<file path="config.mk">
export PLATFORM = sky130hd
export DESIGN_NAME = bcd_iter_mul
export DESIGN_NICKNAME = d
export VERILOG_FILES = /design/src/rtl/bcd_mul_pkg.sv /design/src/rtl/bcd_digit_mul.sv /design/src/rtl/bcd_add.sv /design/src/rtl/bcd_pp_gen.sv /design/src/rtl/bcd_iter_mul.sv
export SDC_FILE = /design/constraint.sdc
export NUM_CORES = 1
export LEC_CHECK = 0
export BUFFER_PORTS_ARGS = -buffer_cell sky130_fd_sc_hd__buf_2
export CAP_MARGIN = 10
export CORE_MARGIN = 3
export CORE_UTILIZATION = 43
export CTS_CLUSTER_SIZE = 8
export DETAILED_ROUTE_END_ITERATION = 10
export MAX_ROUTING_LAYER = met4
export PLACE_DENSITY = 0.67
export SYNTH_ARGS = -nofsm -noshare
export SYNTH_HDL_FRONTEND = slang
export SYNTH_SLANG_ARGS = --single-unit
</file>
<file path="constraint.sdc">
create_clock -name clk -period 15.6 [get_ports clk]
set_input_delay 0.78 -clock clk [delete_from_list [all_inputs] [get_ports clk]]
set_output_delay 0.78 -clock clk [all_outputs]
set_load 0.05 [all_outputs]
</file>
<file path="src/rtl/bcd_mul_pkg.sv">
// Package: shared BCD types and widths for the iterative decimal multiplier.
// Assumes 4-bit digits encoded 0..9.
package bcd_mul_pkg;
    localparam int DIGIT_W = 4;
    typedef logic [DIGIT_W-1:0] bcd_digit_t;
endpackage

</file>
<file path="src/rtl/bcd_digit_mul.sv">
// Single-digit decimal multiplier: x*y (0..81) returned as tens and units digits.
// Assumes both inputs are valid BCD digits; purely combinational.
module bcd_digit_mul
    import bcd_mul_pkg::*;
(
    input  bcd_digit_t x_i,
    input  bcd_digit_t y_i,
    output bcd_digit_t tens_o,
    output bcd_digit_t ones_o
);
    logic [7:0] prod;

    // Binary product, then split into decimal tens by threshold compare.
    always_comb begin
        prod   = {4'b0, x_i} * {4'b0, y_i};
        tens_o = '0;
        for (int k = 1; k <= 9; k++) begin
            if (prod >= 8'(10 * k)) tens_o = bcd_digit_t'(k);
        end
        ones_o = bcd_digit_t'(prod - 8'(tens_o) * 8'd10);
    end
endmodule

</file>
<file path="src/rtl/bcd_add.sv">
// Ripple decimal adder over D digits with +6 correction per digit.
// Assumes BCD inputs; cout_o flags a carry out of the top digit.
module bcd_add #(
    parameter int D = 5
) (
    input  logic [4*D-1:0] a_i,
    input  logic [4*D-1:0] b_i,
    output logic [4*D-1:0] sum_o,
    output logic           cout_o
);
    logic [D:0] carry;
    assign carry[0] = 1'b0;
    assign cout_o   = carry[D];

    for (genvar g = 0; g < D; g++) begin : g_digit
        logic [4:0] raw;
        logic [4:0] fixed;
        // Add one digit pair with incoming carry, correct when above 9.
        always_comb begin
            raw = {1'b0, a_i[4*g +: 4]} + {1'b0, b_i[4*g +: 4]} + {4'b0, carry[g]};
            if (raw > 5'd9) begin
                fixed        = raw + 5'd6;
                carry[g+1]   = 1'b1;
            end else begin
                fixed        = raw;
                carry[g+1]   = 1'b0;
            end
            sum_o[4*g +: 4] = fixed[3:0];
        end
    end
endmodule

</file>
<file path="src/rtl/bcd_pp_gen.sv">
// Partial-product generator: N-digit multiplicand times one digit, giving N+1 digits.
// Uses N single-digit multipliers; tens are shifted one place and summed with units.
// Assumes BCD inputs; ovf_o can only rise on a fault.
module bcd_pp_gen #(
    parameter int N = 4
) (
    input  logic [4*N-1:0]     a_i,
    input  logic [3:0]         d_i,
    output logic [4*(N+1)-1:0] pp_o,
    output logic               ovf_o
);
    localparam int PW = 4 * (N + 1);

    logic [4*N-1:0] units;
    logic [4*N-1:0] tens;

    for (genvar g = 0; g < N; g++) begin : g_mul
        bcd_digit_mul u_dm (
            .x_i    (a_i[4*g +: 4]),
            .y_i    (d_i),
            .tens_o (tens[4*g +: 4]),
            .ones_o (units[4*g +: 4])
        );
    end

    logic [PW-1:0] units_al;
    logic [PW-1:0] tens_al;
    assign units_al = {4'b0, units};
    assign tens_al  = {tens, 4'b0};

    bcd_add #(.D(N + 1)) u_align_add (
        .a_i    (units_al),
        .b_i    (tens_al),
        .sum_o  (pp_o),
        .cout_o (ovf_o)
    );
endmodule

</file>
<file path="src/rtl/bcd_iter_mul.sv">
// Iterative N x N digit decimal multiplier, one multiplier digit per cycle.
// Stage 1 registers a partial product; stage 2 accumulates and shifts out a digit.
// The last accumulation overlaps the next operation's first partial product,
// so latency is N+1 cycles and a new start is accepted every N cycles.
// Assumes N >= 2 and BCD operands.
module bcd_iter_mul
    import bcd_mul_pkg::*;
#(
    parameter int N = 4
) (
    input  logic           clk,
    input  logic           rst_n,
    input  logic           start_i,
    input  logic [4*N-1:0] a_i,
    input  logic [4*N-1:0] b_i,
    output logic           ready_o,
    output logic           done_o,
    output logic [8*N-1:0] product_o
);
    localparam int DW = DIGIT_W * N;
    localparam int PW = DIGIT_W * (N + 1);
    localparam int CW = (N > 1) ? $clog2(N) : 1;
    localparam logic [CW-1:0] LAST = CW'(N - 1);

    logic [DW-1:0] a_q, b_q;
    logic          gen_active;
    logic [CW-1:0] gcnt;
    logic          accept;

    assign ready_o = !gen_active || (gcnt == LAST);
    assign accept  = start_i && ready_o;

    // Sequencer: load operands on accept, step one multiplier digit per cycle.
    always_ff @(posedge clk) begin
        if (!rst_n) begin
            a_q        <= '0;
            b_q        <= '0;
            gen_active <= 1'b0;
            gcnt       <= '0;
        end else if (accept) begin
            a_q        <= a_i;
            b_q        <= b_i;
            gen_active <= 1'b1;
            gcnt       <= '0;
        end else if (gen_active) begin
            b_q <= {4'b0, b_q[DW-1:4]};
            if (gcnt == LAST) gen_active <= 1'b0;
            else              gcnt       <= gcnt + 1'b1;
        end
    end

    logic [PW-1:0] pp_next;
    logic          pp_ovf;

    bcd_pp_gen #(.N(N)) u_ppgen (
        .a_i   (a_q),
        .d_i   (b_q[3:0]),
        .pp_o  (pp_next),
        .ovf_o (pp_ovf)
    );

    logic [PW-1:0] pp_q;
    logic          pp_vld, pp_first, pp_last;

    // Partial-product stage: register the product with its position flags.
    always_ff @(posedge clk) begin
        if (!rst_n) begin
            pp_q     <= '0;
            pp_vld   <= 1'b0;
            pp_first <= 1'b0;
            pp_last  <= 1'b0;
        end else begin
            pp_q     <= pp_next;
            pp_vld   <= gen_active;
            pp_first <= (gcnt == '0);
            pp_last  <= (gcnt == LAST);
        end
    end

    logic [DW-1:0] hi_q, lo_q;
    logic [PW-1:0] acc_addend, acc_sum;
    logic          acc_cout;

    assign acc_addend = pp_first ? '0 : {4'b0, hi_q};

    bcd_add #(.D(N + 1)) u_acc_add (
        .a_i    (pp_q),
        .b_i    (acc_addend),
        .sum_o  (acc_sum),
        .cout_o (acc_cout)
    );

    // Accumulator: add, retire the lowest digit, publish the product on the last step.
    always_ff @(posedge clk) begin
        if (!rst_n) begin
            hi_q      <= '0;
            lo_q      <= '0;
            done_o    <= 1'b0;
            product_o <= '0;
        end else if (pp_vld) begin
            hi_q   <= acc_sum[PW-1:4];
            lo_q   <= {acc_sum[3:0], lo_q[DW-1:4]};
            done_o <= pp_last;
            if (pp_last) product_o <= {acc_sum[PW-1:4], acc_sum[3:0], lo_q[DW-1:4]};
        end else begin
            done_o <= 1'b0;
        end
    end

    // Partial product of N digits by one digit must fit in N+1 digits.
    assert_pp_fits_R1: assert property (@(posedge clk) disable iff (!rst_n)
        gen_active |-> !pp_ovf);

    // Running sum never carries past N+1 digits.
    assert_acc_no_carry_R1: assert property (@(posedge clk) disable iff (!rst_n)
        pp_vld |-> !acc_cout);

    // After an accept the block is busy for the next cycle.
    assert_busy_after_accept_R2: assert property (@(posedge clk) disable iff (!rst_n)
        accept |=> !ready_o);

    // Result strobe lasts one cycle.
    assert_done_pulse_R6: assert property (@(posedge clk) disable iff (!rst_n)
        done_o |=> !done_o);

    // Product only moves together with a result strobe.
    assert_product_hold_R6: assert property (@(posedge clk) disable iff (!rst_n)
        !$stable(product_o) |-> done_o);

    for (genvar g = 0; g < 2 * N; g++) begin : g_chk
        // Every delivered digit is a legal decimal digit.
        assert_digit_bcd_R7: assert property (@(posedge clk) disable iff (!rst_n)
            done_o |-> (product_o[4*g +: 4] <= 4'd9));
    end
endmodule

</file>
==> impl_results.rst <==
.. list-table::
   :header-rows: 1

   * - Metric
     - Value
   * - Critical-path maximum fanout
     - 17
   * - Std-Cell Core Area
     - 19,700 sq um
   * - Final non-filler cell total
     - 1,363
   * - RSZ-0062 raised after global routing
     - no
   * - Post-Place Cells
     - 1,331
   * - Max_slew headroom
     - 0.259
   * - CTS tree
     - yes
   * - Largest cells by area after synthesis
     - sky130_fd_sc_hd__dfxtp_1 27%, sky130_fd_sc_hd__ha_1 14%, sky130_fd_sc_hd__fa_1 7.5%
   * - Starting Density
     - 0.444
   * - Portion of the post-synthesis area used by sequential elements
     - 0.272
   * - Post-Place Worst Slack
     - 3.31 ns
   * - Total power
     - 1.13 mW
   * - Time the worst path needs with I/O delays and setup
     - 12.27 ns
   * - Slowest Stage Delay on Critical Path
     - 0.62 ns
   * - Clock transition at the registers of the reported paths
     - 0.07 ns
   * - Final clock period utilization by the worst path
     - 0.786
   * - Maximum number of pins on one net before global-route repair
     - 55
   * - Max-cap check violation count
     - 0
   * - Number of top-level pins
     - 69
   * - Detail Placement HPWL
     - 13,200 microns
   * - Slack of the critical path
     - 3.33 ns
   * - First-pass GRT wire length
     - 31,800 microns
   * - Distinct cell type count after synthesis
     - 63
   * - Slew at the pin closest to its max-slew limit
     - 1.11 ns
   * - Lkg Pwr
     - 4.55 nW
   * - Synthesis Warnings
     - 0
   * - Fraction of synthesized cell area taken by the top area cell type
     - 0.272
   * - Count of endpoints failing hold in the final timing report
     - 0
   * - Data required, critical path
     - 15.93 ns
   * - Avg Synthesized Cell Area
     - 8.45 sq um
   * - Count of inserted antenna diode cells
     - 0
   * - Net count after synthesis
     - 1,202
   * - Post-layout net count
     - 1,250
   * - Crit start category
     - flip-flop
   * - Detailed Route WL
     - 17,900 microns
   * - Router iterations before antenna repair
     - 4
   * - Placer Congestion
     - 0.825
   * - Highest routed layer
     - met4
   * - Aggregate negative setup slack
     - 0 ns
   * - Share of synthesized registers carrying an async set or reset
     - 0
   * - Number of clock sinks
     - 119
   * - Horizontal die dimension
     - 149 microns
   * - Layout cell share with drive strength beyond 1
     - 0.125
   * - Hold Buf Count CTS
     - 0
   * - Clock tree root buffer cell
     - sky130_fd_sc_hd__clkbuf_16
   * - Worst min-delay path class
     - reg -> reg
   * - Vias in the first global route
     - 6,982
   * - Synthesized area
     - 8760 sq um
   * - Number of post-CTS setup repair buffers
     - 0
   * - Latest clock arrival within the worst-skew pair
     - 0.42 ns
   * - Cell type with the highest aggregate area in the netlist
     - sky130_fd_sc_hd__dfxtp_1
   * - Num rows
     - 51
   * - Power Dens Cells
     - 114 nW/um^2
   * - Total number of H-tree levels
     - 4
   * - Cell at the slowest stage of the critical path
     - sky130_fd_sc_hd__dfxtp_1
   * - Routed length on met1
     - 8430 microns
   * - DR vias
     - 6,992
   * - Dominant cell type by count on the critical path
     - sky130_fd_sc_hd__fa_1
   * - Total global routing track utilization
     - 0.176
   * - Final Util
     - 0.500
   * - Buffers added on ports
     - 68
   * - TritonCTS Buffers
     - 17
   * - Final number of setup-violating endpoints
     - 0
   * - Outcome
     - completed
   * - Worst Clk Skew
     - 0.0101 ns
   * - Filler cell count in the final layout
     - 1,900
   * - Number of synthesized register bits
     - 119
   * - Per-cell routed wire length
     - 13.1 microns
   * - Area of the die
     - 22,100 sq um
   * - Dominant synthesized flop cell
     - sky130_fd_sc_hd__dfxtp_1
   * - Number of design rule violations left after detail routing
     - 0
   * - Timing-limited maximum frequency
     - 0.0815 GHz
   * - Post-DRT Antenna Nets
     - 0
   * - Grt ovf
     - 0
   * - EDFF count, synth
     - 0
   * - Clock buffer depth
     - 2
   * - Area growth, synth to finish
     - 12.5%
   * - Post-DR vias/cell
     - 5.13
   * - Routed length on met3
     - 414 microns
   * - Height of the die
     - 149 microns
   * - 1st-iter DRT viols
     - 241
   * - Path type of the worst setup path
     - reg -> reg
   * - Number of standard cells after synthesis
     - 1,037
   * - Met2 Wirelength
     - 8870 microns
   * - Final Max Tran Viols
     - 0
   * - Antenna violations before repair
     - 0
   * - Data arrival time at the worst-slack endpoint
     - 12.59 ns
   * - Resize count post-CTS
     - 0
   * - Highest ir drop seen on vdd
     - 0.0000991 V
   * - Endpoint kind of the worst setup timing path
     - flip-flop
## report_power, final
| part | total [mW] | leakage (nW) | internal, mW | switching [mW] |
|---|---|---|---|---|
| Sequential | 0.350 | 0.970 | 0.332 | 0.0179 |
| Combinational | 0.388 | 3.30 | 0.172 | 0.216 |
| Clock | 0.389 | 0.279 | 0.213 | 0.176 |
## state kept, by name, summed over array words and instances (netlist names)
name and cells:
a_q 16, pp_vld 1, done_o 1, hi_q 16, b_q 16, product_o 32
pp_last 1, gcnt 2, gen_active 1, lo_q 12, pp_first 1, pp_q 20
## cells in the final DEF (no fill, tap or decap), drive strengths merged, types with 3 or more instances in the layout
master,Yosys,layout
a211oi,17,17
mux2i,22,22
a21o,23,23
o211ai,6,6
buf,4,72
a22oi,4,4
nand2,151,151
fa,33,33
nand3,10,10
a221o,3,3
nor4,3,3
nor2,88,88
o21bai,5,5
xnor2,45,45
dfxtp,119,119
clkbuf,38,17
nand3b,4,4
a221oi,5,5
and2,51,51
clkinv,0,4
ha,97,97
or3,5,5
or2,3,3
o21ai,23,23
mux2,7,7
inv,81,90
o22ai,4,4
a31oi,6,6
a32oi,8,8
nor3,10,10
xor2,19,19
a21oi,84,84
nor2b,17,17
a311oi,14,14
nand2b,9,9
## synth_stat cells, types with 8 or more instances
master / number
sky130_fd_sc_hd__inv_1: 81
sky130_fd_sc_hd__fa_1: 33
sky130_fd_sc_hd__mux2i_1: 22
sky130_fd_sc_hd__nor3_1: 8
sky130_fd_sc_hd__dfxtp_1: 119
sky130_fd_sc_hd__clkbuf_1: 36
sky130_fd_sc_hd__nor2b_1: 17
sky130_fd_sc_hd__a32oi_1: 8
sky130_fd_sc_hd__a21oi_1: 79
sky130_fd_sc_hd__nand2b_1: 9
sky130_fd_sc_hd__nor2_1: 86
sky130_fd_sc_hd__a21o_1: 23
sky130_fd_sc_hd__o21ai_0: 18
sky130_fd_sc_hd__ha_1: 97
sky130_fd_sc_hd__nand3_1: 10
sky130_fd_sc_hd__and2_1: 51
sky130_fd_sc_hd__a211oi_1: 16
sky130_fd_sc_hd__nand2_1: 151
sky130_fd_sc_hd__xor2_1: 15
sky130_fd_sc_hd__xnor2_1: 42
sky130_fd_sc_hd__a311oi_1: 14
## worst max-delay path: cells and delay by family, from the launching register on
kind | cells | cell delay (ns)
AOI/OAI and AO/OA | 15 | 3.12
DFF | 1 | 0.62
and+or+nand+nor | 3 | 0.46
xor gates and xnor gates | 7 | 1.82
buffers and inverters | 4 | 0.33
adders and majority gates | 17 | 5.82
## layout make-up
class / instances / area [sq um] / area share
Clock buffer: 17 / 425 / 0.0432
Sequential cell: 119 / 2380 / 0.242
Multi-Input combinational cell: 794 / 5880 / 0.597
Tap cell: 265 / 332 / 0.0337
Inverter: 81 / 304 / 0.0309
Clock inverter: 15 / 154 / 0.0156
Timing Repair Buffer: 72 / 370 / 0.0376
## kinds of logic (layout without fill, tap and decap cells)
kind of cell	after synthesis	count (layout)	synth area share
and+or+nand+nor	354	354	0.185
AOI/OAI and AO/OA	215	215	0.165
adders and majority gates	132	132	0.216
buffers and inverters	124	185	0.0563
DFF	119	119	0.272
xor gates and xnor gates	64	64	0.0713
muxes	29	29	0.0341
## per-layer routing
layer  vias to the layer above  GRT usage
met1                      3288      0.213
met2                        72      0.308
met5                         -          -
met3                        18     0.0293
met4                         0     0.0439
li1                       3614          -
## stage by stage
stage	hold slack, ns	cell area [sq um]
6_report	0.450	9850
5_1_grt	0.466	9850
4_1_cts	0.453	9850
3_5_place_dp	0.443	9270
3_3_place_gp	0.440	9270
2_1_floorplan	0.431	8760
## path summary, 6_finish.rpt
check             slack [ns]  cells after the start         start           end
setup / recovery        3.33                     46        b_q[3]      pp_q[18]
hold / removal          0.45                      2  product_o[0]  product_o[0]
setup reg to reg        3.33                     46        b_q[3]      pp_q[18]
hold reg to reg         0.45                      2  product_o[0]  product_o[0]
Power figures use the tool's default switching activity.
